### config.mk
export PLATFORM = sky130hd
export DESIGN_NAME = mbx_port
export DESIGN_NICKNAME = d
export VERILOG_FILES = /design/src/rtl/mbx_pkg.sv /design/src/rtl/mbx_edge_det.sv /design/src/rtl/mbx_lane.sv /design/src/rtl/mbx_port.sv
export SDC_FILE = /design/constraint.sdc
export NUM_CORES = 1
export LEC_CHECK = 0
export BUFFER_PORTS_ARGS = -buffer_cell sky130_fd_sc_hd__buf_2
export CAP_MARGIN = 0
export CORE_MARGIN = 5
export CORE_UTILIZATION = 45
export CTS_BUF_LIST = sky130_fd_sc_hd__clkbuf_8
export DETAILED_ROUTE_END_ITERATION = 10
export PLACE_DENSITY = 0.78
export SLEW_MARGIN = 25
export SYNTH_ARGS = -nofsm -noshare
export SYNTH_HDL_FRONTEND = slang
export SYNTH_HIERARCHICAL = 1
export SYNTH_SLANG_ARGS = --single-unit
export TNS_END_PERCENT = 20
### constraint.sdc
create_clock -name clk -period 1.5 [get_ports clk]
set_input_delay 0.225 -clock clk [delete_from_list [all_inputs] [get_ports clk]]
set_output_delay 0.225 -clock clk [all_outputs]
set_load 0.02 [all_outputs]
### src/rtl/mbx_pkg.sv
// Package: shared indices for the mailbox port's sampled control strobes.
// Assumes the strobe vector is assembled in the order given here.
package mbx_pkg;
    localparam int N_STRB = 4;
    localparam int IDX_AB_LD = 0;
    localparam int IDX_AB_RD = 1;
    localparam int IDX_BA_LD = 2;
    localparam int IDX_BA_RD = 3;
endpackage

### src/rtl/mbx_edge_det.sv
// Module: rising-edge detector for one sampled control input.
// Keeps the previous sample and reports a one-cycle pulse when the
// current input is high and the previous sample was low. The reset
// value of the sample is a parameter so that reset never fakes an edge.
module mbx_edge_det #(
    parameter logic RST_VAL = 1'b1
) (
    input  logic clk,
    input  logic rst_n,
    input  logic sig_in,
    output logic rise
);
    logic prev_q;

    // Hold the previous sample of the input.
    always_ff @(posedge clk) begin
        if (!rst_n) prev_q <= RST_VAL;
        else        prev_q <= sig_in;
    end

    assign rise = sig_in & ~prev_q;


    single_pulse_chk: assert property (@(posedge clk) disable iff (!rst_n)
        rise |=> !rise);
endmodule

### src/rtl/mbx_lane.sv
// Module: one direction of the mailbox: data register, optional stored
// parity bit, and the data-waiting flag.
// Assumes load_rise and clr_rise are single-cycle pulses from edge
// detectors. When both reach the flag in the same cycle, set wins.
module mbx_lane #(
    parameter int  W       = 8,
    parameter bit  HAS_PAR = 1'b0
) (
    input  logic         clk,
    input  logic         rst_n,
    input  logic         load_rise,
    input  logic         cap_n,
    input  logic         clr_rise,
    input  logic [W-1:0] din,
    input  logic         pin,
    output logic [W-1:0] q,
    output logic         pq,
    output logic         flag
);
    logic         load_go;
    logic [W-1:0] q_r;
    logic         flag_r;

    assign load_go = load_rise & ~cap_n;

    // Data register: store on a qualified load, hold otherwise.
    always_ff @(posedge clk) begin
        if (!rst_n)       q_r <= '0;
        else if (load_go) q_r <= din;
    end

    // Flag: set on load, clear on read-enable release, set has priority.
    always_ff @(posedge clk) begin
        if (!rst_n)        flag_r <= 1'b0;
        else if (load_go)  flag_r <= 1'b1;
        else if (clr_rise) flag_r <= 1'b0;
    end

    generate
        if (HAS_PAR) begin : g_par
            logic pq_r;
            // Stored parity bit, loaded together with the data.
            always_ff @(posedge clk) begin
                if (!rst_n)       pq_r <= 1'b0;
                else if (load_go) pq_r <= pin;
            end
            assign pq = pq_r;


            par_cap_chk: assert property (@(posedge clk) disable iff (!rst_n)
                load_go |=> pq == $past(pin));
        end else begin : g_nopar
            logic unused_pin;
            assign unused_pin = pin;
            assign pq = 1'b0;
        end
    endgenerate

    assign q    = q_r;
    assign flag = flag_r;


    data_cap_chk: assert property (@(posedge clk) disable iff (!rst_n)
        load_go |=> q == $past(din));

    data_hold_chk: assert property (@(posedge clk) disable iff (!rst_n)
        !load_go |=> $stable(q));

    flag_set_chk: assert property (@(posedge clk) disable iff (!rst_n)
        load_go |=> flag);

    flag_clr_chk: assert property (@(posedge clk) disable iff (!rst_n)
        (clr_rise && !load_go) |=> !flag);

    flag_hold_chk: assert property (@(posedge clk) disable iff (!rst_n)
        (!clr_rise && !load_go) |=> $stable(flag));
endmodule

### src/rtl/mbx_port.sv
// Module: top of the two-way mailbox port. It samples the four control
// strobes on clk, runs one lane for each direction, generates parity
// toward B and checks the stored parity toward A.
// Assumes all inputs are synchronous to clk. The drive enables follow
// the read enables combinationally and are held off during reset.
module mbx_port #(
    parameter int W = 8
) (
    input  logic         clk,
    input  logic         rst_n,
    input  logic [W-1:0] a_in,
    input  logic         ab_load,
    input  logic         ab_cap_n,
    input  logic         ab_rd_n,
    output logic [W-1:0] b_out,
    output logic         b_oe,
    output logic         par_out,
    output logic         par_oe,
    output logic         ab_full,
    input  logic [W-1:0] b_in,
    input  logic         par_in,
    input  logic         ba_load,
    input  logic         ba_cap_n,
    input  logic         ba_rd_n,
    output logic [W-1:0] a_out,
    output logic         a_oe,
    output logic         err_n,
    output logic         ba_full
);
    import mbx_pkg::*;

    logic [N_STRB-1:0] strb;
    logic [N_STRB-1:0] rise;
    logic [W-1:0]      ab_q;
    logic [W-1:0]      ba_q;
    logic              ab_pq_unused;
    logic              ba_pq;
    logic              b_drv;
    logic              a_drv;

    assign strb[IDX_AB_LD] = ab_load;
    assign strb[IDX_AB_RD] = ab_rd_n;
    assign strb[IDX_BA_LD] = ba_load;
    assign strb[IDX_BA_RD] = ba_rd_n;

    generate
        for (genvar i = 0; i < N_STRB; i++) begin : g_edge
            mbx_edge_det #(.RST_VAL(1'b1)) i_edge (
                .clk   (clk),
                .rst_n (rst_n),
                .sig_in(strb[i]),
                .rise  (rise[i])
            );
        end
    endgenerate

    mbx_lane #(.W(W), .HAS_PAR(1'b0)) i_ab_lane (
        .clk      (clk),
        .rst_n    (rst_n),
        .load_rise(rise[IDX_AB_LD]),
        .cap_n    (ab_cap_n),
        .clr_rise (rise[IDX_AB_RD]),
        .din      (a_in),
        .pin      (1'b0),
        .q        (ab_q),
        .pq       (ab_pq_unused),
        .flag     (ab_full)
    );

    mbx_lane #(.W(W), .HAS_PAR(1'b1)) i_ba_lane (
        .clk      (clk),
        .rst_n    (rst_n),
        .load_rise(rise[IDX_BA_LD]),
        .cap_n    (ba_cap_n),
        .clr_rise (rise[IDX_BA_RD]),
        .din      (b_in),
        .pin      (par_in),
        .q        (ba_q),
        .pq       (ba_pq),
        .flag     (ba_full)
    );

    // B-side drive: byte and generated even-count parity.
    always_comb begin
        b_drv   = rst_n & ~ab_rd_n;
        b_oe    = b_drv;
        par_oe  = b_drv;
        b_out   = b_drv ? ab_q : '0;
        par_out = b_drv & ~(^ab_q);
    end

    // A-side drive and parity check over nine stored bits.
    always_comb begin
        a_drv = rst_n & ~ba_rd_n;
        a_oe  = a_drv;
        a_out = a_drv ? ba_q : '0;
        err_n = ~a_drv | (^{ba_q, ba_pq});
    end


    par_oe_match_chk: assert property (@(posedge clk) disable iff (!rst_n)
        par_oe == b_oe);

    err_idle_chk: assert property (@(posedge clk) disable iff (!rst_n)
        ba_rd_n |-> err_n);

    reset_flags_chk: assert property (@(posedge clk)
        !rst_n |=> (!ab_full && !ba_full));

    a_quiet_chk: assert property (@(posedge clk) disable iff (!rst_n)
        !a_oe |-> (a_out == '0));
endmodule

==> flow_metrics.env <==
export IMPL_routed_wire_length_per_instance_um=11.7
export IMPL_worst_r2r_startpoint="g_edge[0].i_edge/prev_q"
export IMPL_cts_buffer_depth=2
export IMPL_critical_path_max_stage_delay_ns=0.42
export IMPL_netlist_area_sq_um=1250
export IMPL_hp_class="primary input to flop"
export IMPL_postSynthNetCount=156
export IMPL_first_global_vias=1024
export IMPL_grt_overflow=0
export IMPL_transition_time_of_the_tightest_slew_check_pin_ns=0.367
export IMPL_detail_route_wirelength_mm=2.45
export IMPL_largest_net_degree_at_the_start_of_global_routing=24
export IMPL_dp_hpwl_mm=1.96
export IMPL_worst_setup_path_end_kind="output port"
export IMPL_timing_final_max_slew_violations=0
export IMPL_ctsRootBufferMaster="clkbuf_8"
export IMPL_outcome="finished with violations"
export IMPL_slew_limit_headroom_pct=75.5
export IMPL_pre_cts_slack_ns=0.0147
export IMPL_htree_num_levels=1
export IMPL_syn_avg_cell_area_sq_um=9.52
export IMPL_row_count=19
export IMPL_violations="setup timing"
export IMPL_library_cell_contributing_the_largest_single_delay_on_the_critical_path="xnor3_1"
export IMPL_grt_setup_unrepaired="true"
export IMPL_hold_violations=0
export IMPL_design_power_total_mw=1.19
export IMPL_reg2reg_to="i_ab_lane/q[4]"
export IMPL_cp_data_required_time_ns=1.27
export IMPL_cts_buffers_inserted=3
export IMPL_yosysWarnings=6
export IMPL_final_min_period_over_clock_period_pct=116
export IMPL_p_per_area_nw_per_um2=775
export IMPL_post_route_drc_count=0
export IMPL_worstHoldStart="ab_load"
export IMPL_netlist_instances=131
export IMPL_worst_ep_arrival_time_ns=1.52
export IMPL_critical_path_class="flop to output port"
export IMPL_cts_tree="done"
export IMPL_finalSetupViolCount=2
export IMPL_p_leak_nw=0.720
export IMPL_fp_dieH_um=62.7
export IMPL_remaining_antenna_violation_count_after_routing=0
export IMPL_critPathLaunchType="flop"
export IMPL_post_dp_cell_area_sq_um=1460
export IMPL_fin_nets=204
export IMPL_fmaxAchievable_ghz=0.573
export IMPL_antenna_diode_count=0
export IMPL_floorplan_initialDensity_pct=46.0
export IMPL_fin_skew_ns=0.00351
export IMPL_cts_sinks=23
export IMPL_worst_hold_slack_ns=0.171
export IMPL_clk_transition_reported_paths_ns=0.08
export IMPL_area_growth_pct=23.5
export IMPL_num_io_pins=48
export IMPL_detailedRoute_firstIterationViolations=22
export IMPL_coreArea_sq_um=2710
export IMPL_cp_max_fo=3
export IMPL_min_path_cells=2
export IMPL_final_setup_worst_slack_ns=-0.246
export IMPL_timing_reg2reg_setup_slack_ns=0.40
export IMPL_drive_gt1_share_pct=39.3
export IMPL_worstPathCellList="xor2_1 -> xnor3_1 -> xnor2_1 -> nand2_1 -> buf_6"
export IMPL_timing_hold_worst_endpoint="g_edge[0].i_edge/prev_q"
export IMPL_worst_r2r_cell_count=3
export IMPL_design_die_area_sq_um=3930
export IMPL_numPortBuffers=47
export IMPL_drv_cap=0
export IMPL_avgViaCountPerCell=4.60
export IMPL_finalWeightedCongestion=0.767
export IMPL_power_ir_vdd_worst_v=0.000539
export IMPL_detail_route_first_pass_iterations=2
export IMPL_finalWorstPathRequiredPeriod_ns=1.75
export IMPL_die_x_um=62.7
export IMPL_grt_first_pass_wirelength_mm=4.50
export IMPL_post_route_cell_area_sq_um=1540
export IMPL_clk_latency_ns=0.26
export IMPL_routed_via_count=961
export IMPL_grt_antenna_before_repair=0
export IMPL_gr_usage_all_layers_pct=13.7
-- metrics by stage --
| stage | std cells | TNS (ns) | utilization [%] |
|---|---|---|---|
| floorplan | 131 | 0 | - |
| global placement | 204 | -0.00374 | 53.9 |
| detailed placement | 204 | 0 | 53.9 |
| CTS | 209 | -0.339 | 56.5 |
| global route | 209 | -0.579 | 56.8 |
| finish | 209 | -0.317 | 56.8 |
-- how the worst max path moves through the flow --
stage,depth (start not counted),to,from,slack [ns]
after global placement,5,err_n,i_ba_lane/q[1],-0.004
final,5,err_n,i_ba_lane/q[1],-0.25
after global routing,5,err_n,i_ba_lane/q[1],-0.39
after floorplan,4,err_n,i_ba_lane/q[1],0.1
after CTS,5,err_n,i_ba_lane/q[7],-0.25
after detailed placement,5,err_n,i_ba_lane/q[1],0.01
-- flip-flops by register name (all words and copies together), names as in the netlist --
register and count:
i_ba_lane/q 8, i_ba_lane/pq 1, i_ab_lane/flag 1, g_edge.i_edge/prev_q 4, i_ab_lane/q 8, i_ba_lane/flag 1
-- where the power goes --
| group | leakage [nW] | internal (mW) | switching [mW] | total, mW |
|---|---|---|---|---|
| combinational | 0.504 | 0.0961 | 0.0885 | 0.185 |
| sequential | 0.190 | 0.629 | 0.0136 | 0.642 |
| clock | 0.0269 | 0.182 | 0.185 | 0.368 |
-- routing by layer --
metal	up-vias	routed length, um	GRT usage (%)
met3	2	220	4.14
li1	498	-	-
met1	427	968	15.1
met5	-	0	0
met4	0	10	4.77
met2	34	1250	24.7
-- cell type report --
cell class	instances	area, sq um
repair buffers	52	279
multi-input cells	99	711
clock buffers	3	41.3
well taps	31	38.8
clock inverters	1	3.75
fillers	265	1170
flip-flops and latches	23	467
-- placed cells by master, fill, tap and decap left out --
| cell type | instances |
|---|---|
| nand2_2 | 1 |
| buf_2 | 46 |
| o21a_1 | 2 |
| inv_1 | 1 |
| buf_4 | 5 |
| mux2i_1 | 17 |
| nor2b_1 | 4 |
| clkbuf_8 | 3 |
| and2_2 | 1 |
| dfxtp_2 | 5 |
| dfxtp_1 | 18 |
| buf_6 | 1 |
| nand2b_1 | 4 |
| xnor3_1 | 1 |
| xor2_1 | 2 |
| nor2b_4 | 6 |
| and2_1 | 16 |
| xnor2_1 | 9 |
| nand2_1 | 34 |
| xnor2_2 | 2 |
-- timing repair --
action,in CTS,in global routing
pin swaps,5,2
setup buffers,1,0
cloned,0,0
hold buffers,0,0
resized for setup,7,2
endpoints found under the setup margin,2,2
-- worst max-delay path: cells and delay by family (launching register included) --
| family | cells | cell delay (ns) |
|---|---|---|
| buffers and inverters | 1 | 0.13 |
| XOR/XNOR | 3 | 0.71 |
| flip-flops | 1 | 0.34 |
| AND/OR/NAND/NOR | 1 | 0.08 |
No activity file was read; power rests on OpenSTA's default activity.
